`src/rtl/rowcorr_pkg.sv`:
```
package rowcorr_pkg;

  typedef enum logic [2:0] {
    ST_IDLE,
    ST_LOOKUP,
    ST_LOAD,
    ST_SCAN,
    ST_FLUSH,
    ST_DONE
  } ctrl_state_e;

  function automatic int unsigned clog2_min1(input int unsigned v);
    return (v <= 2) ? 1 : $clog2(v);
  endfunction

endpackage

```
`src/rtl/rowcorr_rowbuf.sv`:
```
module rowcorr_rowbuf #(
  parameter int DATA_W = 64,
  parameter int DEPTH  = 4,
  parameter int IDX_W  = 2
) (
  input  logic              clk,
  input  logic              wr_en,
  input  logic [IDX_W-1:0]  wr_idx,
  input  logic [DATA_W-1:0] wr_data,
  input  logic [IDX_W-1:0]  rd_idx,
  output logic [DATA_W-1:0] rd_data
);

  logic [DATA_W-1:0] word_q [DEPTH];

  always_ff @(posedge clk) begin
    if (wr_en) word_q[wr_idx] <= wr_data;
  end

  assign rd_data = word_q[rd_idx];

endmodule

```
`src/rtl/rowcorr_accum.sv`:
```
module rowcorr_accum #(
  parameter int DATA_W = 64
) (
  input  logic              clk,
  input  logic              rst_n,
  input  logic              en,
  input  logic              first,
  input  logic [DATA_W-1:0] mem_word,
  input  logic [DATA_W-1:0] buf_word,
  input  logic [DATA_W-1:0] mask,
  output logic              row_hit
);

  logic acc_q;
  logic word_hit;

  assign word_hit = |(mem_word & buf_word & mask);
  assign row_hit  = (first ? 1'b0 : acc_q) | word_hit;

  always_ff @(posedge clk or negedge rst_n) begin
    if (!rst_n)  acc_q <= 1'b0;
    else if (en) acc_q <= row_hit;
  end

  // inside one row, once a shared bit is found the row stays marked
  p_sticky_or_r2: assert property (@(posedge clk) disable iff (!rst_n)
    (en && !first && $past(en) && $past(row_hit)) |-> row_hit);

endmodule

```
`src/rtl/rowcorr_cache.sv`:
```
module rowcorr_cache #(
  parameter int TAG_W  = 4,
  parameter int DATA_W = 16,
  parameter int DEPTH  = 4
) (
  input  logic              clk,
  input  logic              rst_n,
  input  logic              clr,
  input  logic [TAG_W-1:0]  lk_tag,
  output logic              lk_hit,
  output logic [DATA_W-1:0] lk_data,
  input  logic              wr_en,
  input  logic [TAG_W-1:0]  wr_tag,
  input  logic [DATA_W-1:0] wr_data
);

  localparam int PTR_W = rowcorr_pkg::clog2_min1(DEPTH);

  logic [DEPTH-1:0]  vld_q;
  logic [DEPTH-1:0]  match;
  logic [TAG_W-1:0]  tag_q [DEPTH];
  logic [DATA_W-1:0] dat_q [DEPTH];
  logic [PTR_W-1:0]  rr_q, rr_d;

  for (genvar i = 0; i < DEPTH; i++) begin : g_entry
    assign match[i] = vld_q[i] && (tag_q[i] == lk_tag);

    always_ff @(posedge clk) begin
      if (wr_en && !clr && (rr_q == PTR_W'(i))) begin
        tag_q[i] <= wr_tag;
        dat_q[i] <= wr_data;
      end
    end

    always_ff @(posedge clk or negedge rst_n) begin
      if (!rst_n)                                 vld_q[i] <= 1'b0;
      else if (clr)                               vld_q[i] <= 1'b0;
      else if (wr_en && (rr_q == PTR_W'(i)))      vld_q[i] <= 1'b1;
    end
  end

  always_comb begin
    lk_data = '0;
    for (int i = 0; i < DEPTH; i++) begin
      if (match[i]) lk_data = lk_data | dat_q[i];
    end
  end

  assign lk_hit = |match;

  always_comb begin
    rr_d = rr_q;
    if (wr_en && !clr) rr_d = (rr_q == PTR_W'(DEPTH - 1)) ? '0 : rr_q + PTR_W'(1);
  end

  always_ff @(posedge clk or negedge rst_n) begin
    if (!rst_n) rr_q <= '0;
    else        rr_q <= rr_d;
  end

  // no row is ever held twice
  p_tag_unique_r7: assert property (@(posedge clk) disable iff (!rst_n)
    $onehot0(match));

  // a clear leaves no valid entry behind
  p_clear_empties_r8: assert property (@(posedge clk) disable iff (!rst_n)
    clr |=> (vld_q == '0));

endmodule

```
`src/rtl/rowcorr_engine.sv`:
```
module rowcorr_engine
  import rowcorr_pkg::*;
#(
  parameter int DATA_W    = 64,
  parameter int ADDR_W    = 12,
  parameter int MAX_ROWS  = 16,
  parameter int MAX_WORDS = 4,
  parameter int CACHE_N   = 4,
  localparam int ROW_W    = clog2_min1(MAX_ROWS),
  localparam int NROW_W   = $clog2(MAX_ROWS + 1),
  localparam int COL_W    = $clog2(MAX_WORDS * DATA_W + 1)
) (
  input  logic                clk,
  input  logic                rst_n,
  input  logic                start,
  input  logic [ROW_W-1:0]    sel_row,
  input  logic [NROW_W-1:0]   num_rows,
  input  logic [COL_W-1:0]    num_cols,
  input  logic [ADDR_W-1:0]   base_addr,
  input  logic                cache_clr,
  output logic                mem_rd_en,
  output logic [ADDR_W-1:0]   mem_addr,
  input  logic [DATA_W-1:0]   mem_rdata,
  output logic [MAX_ROWS-1:0] result,
  output logic                done,
  output logic                cached
);

  localparam int WIDX_W = clog2_min1(MAX_WORDS);
  localparam int WCNT_W = $clog2(MAX_WORDS + 1);
  localparam int BIT_W  = $clog2(DATA_W);

  ctrl_state_e         state_q, state_d;
  logic [ROW_W-1:0]    sel_q, sel_d;
  logic [NROW_W-1:0]   rows_q, rows_d;
  logic [WCNT_W-1:0]   words_q, words_d;
  logic [DATA_W-1:0]   mask_q, mask_d;
  logic [ADDR_W-1:0]   base_q, base_d;
  logic [ADDR_W-1:0]   ptr_q, ptr_d;
  logic [WIDX_W-1:0]   wcnt_q, wcnt_d;
  logic [ROW_W-1:0]    rcnt_q, rcnt_d;
  logic [MAX_ROWS-1:0] result_q, result_d;
  logic                cached_q, cached_d;

  logic                ret_vld_q, ret_scan_q, ret_last_q;
  logic [WIDX_W-1:0]   ret_widx_q;
  logic [ROW_W-1:0]    ret_row_q;

  logic [COL_W:0]      cols_round;
  logic [BIT_W-1:0]    tail_bits;
  logic                last_word, last_row;
  logic                issue;
  logic                buf_wr;
  logic [DATA_W-1:0]   buf_word;
  logic                acc_en, acc_first, row_hit;
  logic [DATA_W-1:0]   acc_mask;
  logic                lk_hit;
  logic [MAX_ROWS-1:0] lk_data;
  logic                cache_wr;

  // command decode
  assign cols_round = {1'b0, num_cols} + (COL_W + 1)'(DATA_W - 1);
  assign tail_bits  = num_cols[BIT_W-1:0];

  assign last_word = (WCNT_W'(wcnt_q) == words_q - WCNT_W'(1));
  assign last_row  = (NROW_W'(rcnt_q) == rows_q - NROW_W'(1));
  assign issue     = (state_q == ST_LOAD) || (state_q == ST_SCAN);

  // next-state process
  always_comb begin
    state_d  = state_q;
    sel_d    = sel_q;
    rows_d   = rows_q;
    words_d  = words_q;
    mask_d   = mask_q;
    base_d   = base_q;
    ptr_d    = ptr_q;
    wcnt_d   = wcnt_q;
    rcnt_d   = rcnt_q;
    result_d = result_q;
    cached_d = cached_q;
    cache_wr = 1'b0;

    unique case (state_q)
      ST_IDLE: begin
        if (start) begin
          sel_d   = sel_row;
          rows_d  = num_rows;
          words_d = WCNT_W'(cols_round >> BIT_W);
          mask_d  = (tail_bits == '0) ? '1
                  : ((DATA_W'(1) << tail_bits) - DATA_W'(1));
          base_d  = base_addr;
          state_d = ST_LOOKUP;
        end
      end
      ST_LOOKUP: begin
        if (lk_hit) begin
          result_d = lk_data;
          cached_d = 1'b1;
          state_d  = ST_DONE;
        end else begin
          result_d = '0;
          cached_d = 1'b0;
          ptr_d    = base_q + ADDR_W'(sel_q) * ADDR_W'(words_q);
          wcnt_d   = '0;
          state_d  = ST_LOAD;
        end
      end
      ST_LOAD: begin
        ptr_d = ptr_q + ADDR_W'(1);
        if (last_word) begin
          wcnt_d  = '0;
          rcnt_d  = '0;
          ptr_d   = base_q;
          state_d = ST_SCAN;
        end else begin
          wcnt_d = wcnt_q + WIDX_W'(1);
        end
      end
      ST_SCAN: begin
        ptr_d = ptr_q + ADDR_W'(1);
        if (last_word) begin
          wcnt_d = '0;
          if (last_row) state_d = ST_FLUSH;
          else          rcnt_d  = rcnt_q + ROW_W'(1);
        end else begin
          wcnt_d = wcnt_q + WIDX_W'(1);
        end
      end
      ST_FLUSH: begin
        if (!ret_vld_q) begin
          cache_wr = 1'b1;
          state_d  = ST_DONE;
        end
      end
      ST_DONE: state_d = ST_IDLE;
      default: state_d = ST_IDLE;
    endcase

    // returning scan word closes a row
    if (acc_en && ret_last_q) result_d[ret_row_q] = row_hit;
  end

  // register process
  always_ff @(posedge clk or negedge rst_n) begin
    if (!rst_n) begin
      state_q    <= ST_IDLE;
      sel_q      <= '0;
      rows_q     <= '0;
      words_q    <= '0;
      mask_q     <= '0;
      base_q     <= '0;
      ptr_q      <= '0;
      wcnt_q     <= '0;
      rcnt_q     <= '0;
      result_q   <= '0;
      cached_q   <= 1'b0;
      ret_vld_q  <= 1'b0;
      ret_scan_q <= 1'b0;
      ret_last_q <= 1'b0;
      ret_widx_q <= '0;
      ret_row_q  <= '0;
    end else begin
      state_q    <= state_d;
      sel_q      <= sel_d;
      rows_q     <= rows_d;
      words_q    <= words_d;
      mask_q     <= mask_d;
      base_q     <= base_d;
      ptr_q      <= ptr_d;
      wcnt_q     <= wcnt_d;
      rcnt_q     <= rcnt_d;
      result_q   <= result_d;
      cached_q   <= cached_d;
      ret_vld_q  <= issue;
      ret_scan_q <= (state_q == ST_SCAN);
      ret_last_q <= last_word;
      ret_widx_q <= wcnt_q;
      ret_row_q  <= rcnt_q;
    end
  end

  // returning-data path
  assign buf_wr    = ret_vld_q && !ret_scan_q;
  assign acc_en    = ret_vld_q && ret_scan_q;
  assign acc_first = (ret_widx_q == '0);
  assign acc_mask  = ret_last_q ? mask_q : '1;

  rowcorr_rowbuf #(
    .DATA_W (DATA_W),
    .DEPTH  (MAX_WORDS),
    .IDX_W  (WIDX_W)
  ) u_rowbuf (
    .clk     (clk),
    .wr_en   (buf_wr),
    .wr_idx  (ret_widx_q),
    .wr_data (mem_rdata),
    .rd_idx  (ret_widx_q),
    .rd_data (buf_word)
  );

  rowcorr_accum #(
    .DATA_W (DATA_W)
  ) u_accum (
    .clk      (clk),
    .rst_n    (rst_n),
    .en       (acc_en),
    .first    (acc_first),
    .mem_word (mem_rdata),
    .buf_word (buf_word),
    .mask     (acc_mask),
    .row_hit  (row_hit)
  );

  rowcorr_cache #(
    .TAG_W  (ROW_W),
    .DATA_W (MAX_ROWS),
    .DEPTH  (CACHE_N)
  ) u_cache (
    .clk     (clk),
    .rst_n   (rst_n),
    .clr     (cache_clr),
    .lk_tag  (sel_q),
    .lk_hit  (lk_hit),
    .lk_data (lk_data),
    .wr_en   (cache_wr),
    .wr_tag  (sel_q),
    .wr_data (result_q)
  );

  assign mem_rd_en = issue;
  assign mem_addr  = ptr_q;
  assign result    = result_q;
  assign done      = (state_q == ST_DONE);
  assign cached    = cached_q;

  // completion is a single-cycle pulse
  p_done_pulse_r5: assert property (@(posedge clk) disable iff (!rst_n)
    done |=> !done);

  // matrix scan reads consecutive words with no gap
  p_scan_contiguous_r4: assert property (@(posedge clk) disable iff (!rst_n)
    ((state_q == ST_SCAN) && $past(state_q == ST_SCAN))
      |-> (mem_addr == $past(mem_addr) + ADDR_W'(1)));

  // row-buffer fills stay inside the active word count
  p_copy_in_range_r4: assert property (@(posedge clk) disable iff (!rst_n)
    buf_wr |-> (WCNT_W'(ret_widx_q) < words_q));

  // a cache hit never touches memory
  p_no_read_on_hit_r6: assert property (@(posedge clk) disable iff (!rst_n)
    ((state_q == ST_LOOKUP) && lk_hit) |=> !mem_rd_en);

  // rows past the matrix height report zero
  p_unused_rows_zero_r2: assert property (@(posedge clk) disable iff (!rst_n)
    (done && !cached) |-> ((result >> rows_q) == '0));

endmodule

```
`config.mk`:
```
export PLATFORM = sky130hd
export DESIGN_NAME = rowcorr_engine
export DESIGN_NICKNAME = d
export VERILOG_FILES = /design/src/rtl/rowcorr_pkg.sv /design/src/rtl/rowcorr_rowbuf.sv /design/src/rtl/rowcorr_accum.sv /design/src/rtl/rowcorr_cache.sv /design/src/rtl/rowcorr_engine.sv
export SDC_FILE = /design/constraint.sdc
export NUM_CORES = 1
export LEC_CHECK = 0
export ABC_CLOCK_PERIOD_IN_PS = 19900
export BUFFER_PORTS_ARGS = -buffer_cell sky130_fd_sc_hd__buf_2
export CORE_ASPECT_RATIO = 1.75
export CORE_UTILIZATION = 60
export CTS_CLUSTER_SIZE = 16
export DETAILED_ROUTE_END_ITERATION = 6
export GPL_TIMING_DRIVEN = 1
export PLACE_DENSITY = 0.84
export SLEW_MARGIN = 20
export SYNTH_ARGS = -nofsm -noshare
export SYNTH_HDL_FRONTEND = slang
export SYNTH_SLANG_ARGS = --single-unit
export TNS_END_PERCENT = 1
```
`constraint.sdc`:
```
create_clock -name clk -period 19.9 [get_ports clk]
set_input_delay 0.995 -clock clk [delete_from_list [all_inputs] [get_ports clk]]
set_output_delay 0.995 -clock clk [all_outputs]
set_load 0.02 [all_outputs]
```
==> reports/results.ini, run 1 <==
[sta]
fin_setup_tns_ps=0
worst_skew_ps=26.7
achievable-frequency_mhz=233
min_period_ps=4290
maxSlewHeadroom_pct=25.5
report.final.hold_viol_count=0
slew_viol_final=0
finalSetupViolCount=0
finalCritPeriodShare_pct=21.6
worst_slew_pin_slew_ps=1110
rsz_0062_raised_after_global_routing=false

[logic_synthesis]
syn_nets=1758
ys_seq_elements=478
synth_edf_count=336
synthDominantCellAreaShare_pct=48.2
muxShareOfSynthArea_pct=6.69
netlist_top_cells_area=sky130_fd_sc_hd__edfxtp_1 (48%), sky130_fd_sc_hd__dfrtp_1 (17%), sky130_fd_sc_hd__nand2_1 (3.0%)
synth_area_leader_cell=sky130_fd_sc_hd__edfxtp_1
synth_compound_gate_area_share_pct=11.9
postSynth.topFlopCell=sky130_fd_sc_hd__edfxtp_1
synth_cell_types=66
yosys.area_share.adder_pct=1.81
synth_area_per_cell_um2=12.8
synth_xor_xnor_area_share_pct=1.55
summed_instance_area_of_the_synthesized_netlist_um2=20900
synth.yosys.seq_area_share_pct=65.2
synth_top_family_by_area=compound AO/OA/AOI/OAI gates
netlist_instances=1634
synthSimpleGateAreaFrac_pct=10.3
synth-warning-count=0
synth_async_sr_flop_share_pct=29.7

[clocking]
cts-buffers-inserted=42
cts_tree=done
cts.htree.levels=2
clock_latency_ps=570
root_buffer=sky130_fd_sc_hd__clkbuf_16
clock-sinks=478
cts_buffer_depth=3
postCtsSetupBuffers=0
cts_hold_buffers=0
cts.clk_slew.worst_paths_ps=70
cts_resized=0

[grt]
grt_use_total_pct=29.8
antenna_violations_before_repair=3
via_count_of_the_first_global_routing_pass=14300
grt_start_max_net_pins=77
global_route_wire_length_before_repair_mm=79.7
grt_overflow=0

[floorplan]
dieHeight_um=249
floorplan.initialDensity_pct=60.9
fp.dieArea_um2=35600
io_pins=129
rows=90
die_width_um=143
design.core.area_um2=34300

[placed_design]
globalplace.congestion=0.940
port-buffer-count=128
dp_hpwl_mm=34.1
placed_cells_incl_taps=2155

[detailed_routing]
drt_pass1_iterations=7
detailroute.via_count=14200
routed-wl-met3_mm=3.16
route.met2.wl_mm=26.9
postRouteAntennaNets=0
drc=2
drt_wl_total_mm=51.7
wire_per_inst_um=23.1
detail_route.vias_per_cell=6.34
dr.first_iter.drc_count=1422
wirelength_met1_mm=19.4
highest-signal-layer=met4

[setup_path]
critPathLaunchType=flop
critical_path_peak_fanout=67
slowest_stage=sky130_fd_sc_hd__dfrtp_4
crit_path_category=flop to flop
critical_path.max_stage_delay_ps=1020
type_of_element_capturing_the_critical_path=flop
crit_arrival_ps=4710
worstPathCellList=buf_4, mux2_2, nand3_1, nand4_1, nor4_1, o22ai_1, nor4_4, buf_6, a31oi_1
worstPathRequired_ps=20310

[finish]
area_growth_pct=12.0
seqCellArea_um2=13600
multi_input_comb_area_um2=6820
mostFrequentLayoutCells=sky130_fd_sc_hd__edfxtp_1 (336), sky130_fd_sc_hd__nand2_1 (164), sky130_fd_sc_hd__dfrtp_1 (141)
nFillCells=2373
most_common_cell_after_layout_fill_and_taps_aside=sky130_fd_sc_hd__edfxtp_1
final_net_count=1864
fin_cells=2238
layout_cell_share_with_drive_strength_beyond_1_pct=16.7
final_core_util_pct=68.2

[run]
drv_cap=0

[power_and_ir_drop]
power_density_nw_per_um2=136
p_int_w=0.00212
seqPwrFrac_pct=46.5
netSwitchingFraction_pct=33.5
leakage_component_of_the_power_nw=8.77
clkPwrFrac_pct=26.2
switchingPower_w=0.00107
max-vdd-ir-drop_mv=0.0915
combinationalPowerShare_pct=27.3

[outcome]
failing_checks=design-rule violations
status=finished, violations left

[min_path]
holdCritPathClass=primary input to asynchronous set/reset pin

==> sequential cells by signal, summed over array words and instances (netlist names), 2 cells and up <==
name,flops
u_cache.rr_q,2
u_cache.dat_q,64
mem_addr,12
mask_q,64
ret_row_q,4
rows_q,5
u_rowbuf.word_q,256
wcnt_q,2
u_cache.vld_q,4
rcnt_q,4
result,16
ret_widx_q,2
words_q,3
base_q,12
u_cache.tag_q,16
state_q,3
sel_q,4
==> power groups by stage <==
stage / logic [W] / clock network, W / registers, W
2_1_floorplan: 0.000648 / 0 / 0.00144
3_3_place_gp: 0.000831 / 0 / 0.00148
3_5_place_dp: 0.000864 / 0 / 0.00150
4_1_cts: 0.000872 / 0.000843 / 0.00148
5_1_grt: 0.000957 / 0.000878 / 0.00151
6_report: 0.000870 / 0.000836 / 0.00148
==> area by class of cell <==
class	instances	area share [%]
antenna	4	0.0428
clock buffer	55	4.96
clock inverter	23	1.06
inverter	37	0.593
multi-input combinational	1031	29.1
sequential	478	58.3
tap	460	2.46
timing repair buffer	150	3.48
==> worst max-delay path, delay by kind of cell, from the launching register on <==
family          cells  cell delay, ps
flops               1            1020
compound gates      2             300
mux                 1             440
buf+inv             2            1150
simple gates        4            1170
==> stage by stage <==
stage	hold WS, ps	area (um2)	total power, W	setup WS (ps)
after global placement	422	22000	0.00231	15480
after CTS	435	23400	0.00320	15250
after detailed placement	441	22000	0.00236	15290
after floorplan	402	20900	0.00209	12180
after global routing	460	23400	0.00334	15290
final	410	23400	0.00319	15610
==> cell usage after synthesis, types with 6 or more instances <==
cell type,n
sky130_fd_sc_hd__a22oi_1,34
sky130_fd_sc_hd__or3_1,10
sky130_fd_sc_hd__o22ai_1,17
sky130_fd_sc_hd__and2_1,16
sky130_fd_sc_hd__a31oi_1,32
sky130_fd_sc_hd__or2b_1,6
sky130_fd_sc_hd__o31ai_1,8
sky130_fd_sc_hd__a21oi_1,97
sky130_fd_sc_hd__o211ai_1,20
sky130_fd_sc_hd__buf_1,9
sky130_fd_sc_hd__mux2i_1,60
sky130_fd_sc_hd__nor3_1,16
sky130_fd_sc_hd__buf_2,17
sky130_fd_sc_hd__xor2_1,23
sky130_fd_sc_hd__a221oi_1,8
sky130_fd_sc_hd__ha_1,19
sky130_fd_sc_hd__mux4_2,15
sky130_fd_sc_hd__nand2b_1,29
sky130_fd_sc_hd__dfrtp_1,142
sky130_fd_sc_hd__mux2_2,41
sky130_fd_sc_hd__nor4_1,13
sky130_fd_sc_hd__a21o_1,10
sky130_fd_sc_hd__and3_1,8
sky130_fd_sc_hd__clkbuf_1,59
sky130_fd_sc_hd__a211oi_1,12
sky130_fd_sc_hd__xnor2_1,14
sky130_fd_sc_hd__inv_1,36
sky130_fd_sc_hd__o2111ai_1,7
sky130_fd_sc_hd__edfxtp_1,336
sky130_fd_sc_hd__nand3_1,50
sky130_fd_sc_hd__o221ai_1,10
sky130_fd_sc_hd__nor2_1,97
sky130_fd_sc_hd__nand4_1,11
sky130_fd_sc_hd__nor2b_1,10
sky130_fd_sc_hd__o21ai_0,110
sky130_fd_sc_hd__nand2_1,165
sky130_fd_sc_hd__nor3b_1,7
sky130_fd_sc_hd__fa_1,7
==> per-layer routing <==
layer / vias to the layer above / track usage, %
met1: 7091 / 36.7
met5: - / 0
met2: 629 / 51.2
li1: 6356 / -
met4: 0 / 14.5
met3: 121 / 4.25
==> worst paths after layout <==
kind                               start       endpoint  slack [ps]  cells after the start
max in group asynchronous          rst_n  ret_widx_q[0]       17970                      2
max reg2reg                ret_widx_q[0]      result[1]       15610                      9
max                        ret_widx_q[0]      result[1]       15610                      9
min                                rst_n      result[7]         410                      1
min reg2reg                    wcnt_q[1]  ret_widx_q[1]         470                      0
min in group clk               wcnt_q[1]  ret_widx_q[1]         470                      0
==> cell families after synthesis <==
group / count (synthesis)
buf+inv: 125
flops: 478
simple gates: 452
fa+ha+maj: 26
mux: 116
xor+xnor: 37
compound gates: 400
Note: power is estimated with default switching activity, not from simulation.
==> run 2, diff against run 1 <==
--- a/config.mk
+++ b/config.mk
@@ -5,7 +5,7 @@
 export SDC_FILE = /design/constraint.sdc
 export NUM_CORES = 1
 export LEC_CHECK = 0
-export ABC_CLOCK_PERIOD_IN_PS = 19900
+export ABC_CLOCK_PERIOD_IN_PS = 4000
 export BUFFER_PORTS_ARGS = -buffer_cell sky130_fd_sc_hd__buf_2
 export CORE_ASPECT_RATIO = 1.75
 export CORE_UTILIZATION = 60
==> constraint.sdc (replaced) <==
create_clock -name clk -period 4 [get_ports clk]
set_input_delay 0.2 -clock clk [delete_from_list [all_inputs] [get_ports clk]]
set_output_delay 0.2 -clock clk [all_outputs]
set_load 0.02 [all_outputs]
==> run 2 against run 1 <==
Net effect: the flow now finishes without violations; worst setup slack got worse by 15000 ps; power increased to 5.0 times the previous value; clock-buffer cell count increased by 1; combinational power increased to 5.3 times the previous value; register-to-register slack got worse by 15000 ps; hold slack got worse by 370 ps; largest cell class unchanged.
==> reports/results.ini, run 2 (synthesis results as in run 1) <==
[min_path]
hold_path_startpoint=num_cols[6]
worst_hold_path.endpoint=words_q[0]
min_path_cells=3
holdCritPathClass=primary input to flop

[detailed_routing]
drt_pass1_iterations=5
drc=0
detailroute.via_count=14700
wire_per_inst_um=22.3
drt_wl_total_mm=52.3
dr.first_iter.drc_count=1463
postRouteAntennaNets=0
detail_route.vias_per_cell=6.27

[floorplan]
design.core.area_um2=34300
floorplan.initialDensity_pct=60.9
io_pins=129
rows=90
fp.dieArea_um2=35600
die_width_um=143
dieHeight_um=249

[power_and_ir_drop]
netSwitchingFraction_pct=33.5
clkPwrFrac_pct=25.2
leakage_component_of_the_power_nw=9.22
power_density_nw_per_um2=649
seqPwrFrac_pct=45.8
p_int_w=0.0105
combinationalPowerShare_pct=29.0
max-vdd-ir-drop_mv=0.503
switchingPower_w=0.00531

[setup_path]
critical_path.max_stage_delay_ps=530
critPathLaunchType=flop
crit_path_category=flop to flop
slowest_stage=sky130_fd_sc_hd__fa_1
r2r-end=mem_addr[11]
critical_path_peak_fanout=6
worstPathCellList=and2_1, fa_1, inv_1, fa_1, inv_1, ha_1, nor2b_1, o21ai_0, a21boi_0, o31ai_1, o21ai_0, o211ai_1, o2bb2a_1
timing.rr.start=words_q[2]
critPathLaunch=words_q[2]
r2r_setup_slack_ps=200
critical-path-top-delay-family=compound AO/OA/AOI/OAI gates
worstPathRequired_ps=4430
crit_arrival_ps=4230
rr_worst_depth=13
type_of_element_capturing_the_critical_path=flop
crit_buf_inv=2

[placed_design]
dp_hpwl_mm=33.4
preCtsSetupSlack_ps=294
globalplace.congestion=0.933
port-buffer-count=128

[sta]
worst_skew_ps=23.6
fin_hold_ws_ps=35.9
min_period_ps=3800
slew_viol_final=0
maxSlewHeadroom_pct=28.5
finalCritPeriodShare_pct=95.0
report.final.hold_viol_count=0
post-route-worst-setup-slack_ps=202
rsz_0062_raised_after_global_routing=false
finalSetupViolCount=0
achievable-frequency_mhz=263
worst_slew_pin_slew_ps=1070

[clocking]
cts.clk_slew.worst_paths_ps=70
clock-sinks=478
clock_latency_ps=550
postCtsSetupBuffers=0
cts_buffer_depth=3
root_buffer=sky130_fd_sc_hd__clkbuf_16
cts.htree.levels=2
cts_resized=0
cts-buffers-inserted=41
cts_tree=done

[finish]
final_net_count=1969
layout_cell_share_with_drive_strength_beyond_1_pct=16.4
mostFrequentLayoutCells=sky130_fd_sc_hd__edfxtp_1 (336), sky130_fd_sc_hd__nand2_1 (164), sky130_fd_sc_hd__dfrtp_1 (141)
antenna_cells=0
final_core_util_pct=71.0
area_growth_pct=16.6
largest_register_ffs=256
most_common_cell_after_layout_fill_and_taps_aside=sky130_fd_sc_hd__edfxtp_1
reg_top3=u_rowbuf.word_q x256, mask_q x64, u_cache.dat_q x64
regMostFlops=u_rowbuf.word_q

[grt]
grt_start_max_net_pins=93
via_count_of_the_first_global_routing_pass=14800
grt_use_total_pct=30.1
grt_overflow=0
antenna_violations_before_repair=0
global_route_wire_length_before_repair_mm=81.3

[run]
drv_cap=0

[outcome]
status=completed

run 2: cell types whose count changed in the layout (fill, tap and decap cells not counted), sizes merged:
cell and delta:
bufinv -3, buf +18, clkinv +2, clkinvlp -2
clkbuf +1, dlygate4sd3 +88, diode -4
run 2: cell type report:
type                       instances  area (um2)
sequential                       478       13600
fill                            2313        9950
inverter                          37         139
clock buffer                      56        1210
clock inverter                    20         136
timing repair buffer             256        1860
multi-input combinational       1031        6830
tap                              460         576
run 2: per-layer routing:
layer	track usage, %	wire, um	up-vias
li1	-	-	6565
met1	37.9	19600	7271
met2	51.5	27200	667
met3	3.94	3170	163
met4	13.9	2240	0
met5	0	0	-
run 2: worst register-to-register path: stages, from the launching register on:
cell,delay [ps]
sky130_fd_sc_hd__dfrtp_1,430
sky130_fd_sc_hd__and2_1,180
sky130_fd_sc_hd__fa_1,530
sky130_fd_sc_hd__inv_1,50
sky130_fd_sc_hd__fa_1,500
sky130_fd_sc_hd__inv_1,40
sky130_fd_sc_hd__ha_1,340
sky130_fd_sc_hd__nor2b_1,150
sky130_fd_sc_hd__o21ai_0,200
sky130_fd_sc_hd__a21boi_0,170
sky130_fd_sc_hd__o31ai_1,520
sky130_fd_sc_hd__o21ai_0,200
sky130_fd_sc_hd__o211ai_1,120
sky130_fd_sc_hd__o2bb2a_1,240
run 2: through the flow:
stage | TNS, ps | area (um2) | cells | power [W]
2_1_floorplan | -49550 | 20900 | 1634 | 0.0103
3_3_place_gp | 0 | 22200 | 2173 | 0.0116
3_5_place_dp | 0 | 22200 | 2173 | 0.0118
4_1_cts | 0 | 24400 | 2337 | 0.0158
5_1_grt | 0 | 24400 | 2338 | 0.0166
6_report | 0 | 24400 | 2338 | 0.0158
run 2: how the worst max path moves through the flow:
stage / end / slack, ps / cells after the start
global placement: mem_addr[11] / 290 / 13
floorplan: u_rowbuf.word_q[1][0] / -390 / 6
global route: mem_addr[11] / 6 / 13
finish: mem_addr[11] / 200 / 13
CTS: mem_addr[11] / 250 / 13
detailed placement: mem_addr[11] / 290 / 13
run 2: what timing repair did:
item / CTS / global route
hold endpoints to repair: 369 / 0
hold buffers: 88 / 0
setup endpoints to repair: 0 / 0
run 2: power groups by stage:
stage | combinational (W) | clock, W | sequential [W]
2_1_floorplan | 0.00325 | 0 | 0.00710
3_3_place_gp | 0.00429 | 0 | 0.00727
3_5_place_dp | 0.00445 | 0 | 0.00733
4_1_cts | 0.00456 | 0.00403 | 0.00725
5_1_grt | 0.00504 | 0.00420 | 0.00737
6_report | 0.00459 | 0.00399 | 0.00726
==> run 3, diff against run 2 <==
--- a/config.mk
+++ b/config.mk
@@ -13,6 +13,7 @@
 export DETAILED_ROUTE_END_ITERATION = 6
 export GPL_TIMING_DRIVEN = 1
 export PLACE_DENSITY = 0.84
+export RECOVER_POWER = 50
 export SLEW_MARGIN = 20
 export SYNTH_ARGS = -nofsm -noshare
 export SYNTH_HDL_FRONTEND = slang
==> run 3 against run 2 <==
Net effect: cell count unchanged; sequential power about the same; highest routed layer unchanged; hold slack worse by 2.6 ps; worst setup slack better by 17 ps; the flow now finishes with violations (max-capacitance violations, max-slew violations); largest cell class unchanged; largest power group unchanged; critical path depth unchanged; sequential cell count unchanged.
==> reports/results.ini, run 3 (synthesis results as in run 1) <==
[outcome]
status=finished, violations left
failing_checks=max-capacitance violations, max-slew violations

[finish]
final_net_count=1969
reg_top3=u_rowbuf.word_q x256, mask_q x64, u_cache.dat_q x64
regMostFlops=u_rowbuf.word_q
seqCellArea_um2=13600
antenna_cells=0
largest_register_ffs=256
final_core_util_pct=70.7
mostFrequentLayoutCells=sky130_fd_sc_hd__edfxtp_1 (336), sky130_fd_sc_hd__nand2_1 (164), sky130_fd_sc_hd__dfrtp_1 (141)
multi_input_comb_area_um2=6830
area_growth_pct=16.1
most_common_cell_after_layout_fill_and_taps_aside=sky130_fd_sc_hd__edfxtp_1
finished_layout_cell_area_um2=24300
nFillCells=2359
layout_cell_share_with_drive_strength_beyond_1_pct=12.0

[run]
drv_cap=1

[clocking]
cts-buffers-inserted=41
cts.htree.levels=2
clock-sinks=478
cts.clk_slew.worst_paths_ps=70
root_buffer=sky130_fd_sc_hd__clkbuf_16
clock_latency_ps=550
cts_buffer_depth=3
cts_tree=done
cts_resized=0

[power_and_ir_drop]
max-vdd-ir-drop_mv=0.501
combinationalPowerShare_pct=28.8
seqPwrFrac_pct=45.9
leakage_component_of_the_power_nw=8.97
p_int_w=0.0105
netSwitchingFraction_pct=33.6
clkPwrFrac_pct=25.3
switchingPower_w=0.00531
power_density_nw_per_um2=651

[sta]
min_period_ps=3780
finalSetupViolCount=0
maxSlewHeadroom_pct=-59.7
report.final.hold_viol_count=0
achievable-frequency_mhz=264
worst_skew_ps=25.8
fin_setup_tns_ps=0
worst_slew_pin_slew_ps=2400
finalCritPeriodShare_pct=94.5
slew_viol_final=93
rsz_0062_raised_after_global_routing=false
post-route-worst-setup-slack_ps=219

[setup_path]
slowest_stage=sky130_fd_sc_hd__fa_1
critPathLaunchType=flop
critical_path_peak_fanout=6
critical_path.max_stage_delay_ps=530
worstPathCellList=and2_1, fa_1, inv_1, fa_1, inv_1, ha_1, nor2b_1, o21ai_0, a21boi_0, o31ai_1, o21ai_0, o211ai_1, o2bb2a_1
type_of_element_capturing_the_critical_path=flop
worstPathRequired_ps=4430
crit_path_category=flop to flop
crit_buf_inv=2
critical-path-top-delay-family=compound AO/OA/AOI/OAI gates
crit_arrival_ps=4210

[placed_design]
preCtsSetupSlack_ps=294
port-buffer-count=128
dp_hpwl_mm=33.4
placed_area_um2=22200
globalplace.congestion=0.933

[floorplan]
design.core.area_um2=34300
die_width_um=143
rows=90
fp.dieArea_um2=35600
io_pins=129
floorplan.initialDensity_pct=60.9
dieHeight_um=249

[grt]
via_count_of_the_first_global_routing_pass=14800
grt_use_total_pct=30.1
antenna_violations_before_repair=0
global_route_wire_length_before_repair_mm=81.3
grt_overflow=0
grt_start_max_net_pins=93

[detailed_routing]
detailroute.via_count=14600
postRouteAntennaNets=0
drt_pass1_iterations=6
wire_per_inst_um=22.3
detail_route.vias_per_cell=6.26
drt_wl_total_mm=52.2
drc=0
dr.first_iter.drc_count=1518

[min_path]
holdCritPathClass=primary input to flop

==> run 3: tightest hold or removal path: stages <==
cell and delay (ps):
sky130_fd_sc_hd__buf_2 110, sky130_fd_sc_hd__xor2_1 70, sky130_fd_sc_hd__o21ai_0 150
==> run 3: timing repair <==
action                    4_1_cts  5_1_grt
hold buffers                   88        0
buffers inserted                0        0
hold endpoints to repair      369        0
==> run 3: power by group through the flow <==
| stage | Clock [W] | Combinational, W | Sequential (W) |
|---|---|---|---|
| 5_1_grt | 0.00420 | 0.00501 | 0.00737 |
| 6_report | 0.00399 | 0.00455 | 0.00726 |
| 3_5_place_dp | 0 | 0.00445 | 0.00733 |
| 3_3_place_gp | 0 | 0.00429 | 0.00727 |
| 4_1_cts | 0.00403 | 0.00456 | 0.00725 |
| 2_1_floorplan | 0 | 0.00325 | 0.00710 |
==> run 3: final timing paths <==
kind                             start            end  slack (ps)  depth (start not counted)
max                         words_q[2]   mem_addr[11]         220                         13
min                        num_cols[6]     words_q[0]          30                          3
max reg2reg                 words_q[2]   mem_addr[11]         220                         13
min reg2reg                  wcnt_q[1]  ret_widx_q[1]         440                          0
max in group asynchronous        rst_n     mask_q[31]         860                          3
min in group asynchronous        rst_n      result[2]         890                          2
==> run 3: final cells by class <==
type                       instances  share of cell area [%]
clock buffer                      56                    4.98
multi-input combinational       1031                    28.1
inverter                          37                   0.572
tap                              460                    2.37
sequential                       478                    56.2
clock inverter                    20                   0.562
timing repair buffer             256                    7.15
==> run 3: through the flow <==
| step | total power, W | instances | hold slack, ps |
|---|---|---|---|
| after detailed placement | 0.0118 | 2173 | 355 |
| final | 0.0158 | 2338 | 33.3 |
| after global placement | 0.0116 | 2173 | 345 |
| after floorplan | 0.0103 | 1634 | -95.6 |
| after global routing | 0.0166 | 2338 | 50.6 |
| after CTS | 0.0158 | 2337 | 19.6 |
==> run 3: metal layers <==
layer	GRT usage (%)	share of wire (%)	vias up
met5	0	0	-
met4	13.9	4.1	0
met3	3.94	5.8	153
met2	51.5	52	626
met1	37.9	38	7275
li1	-	-	6576
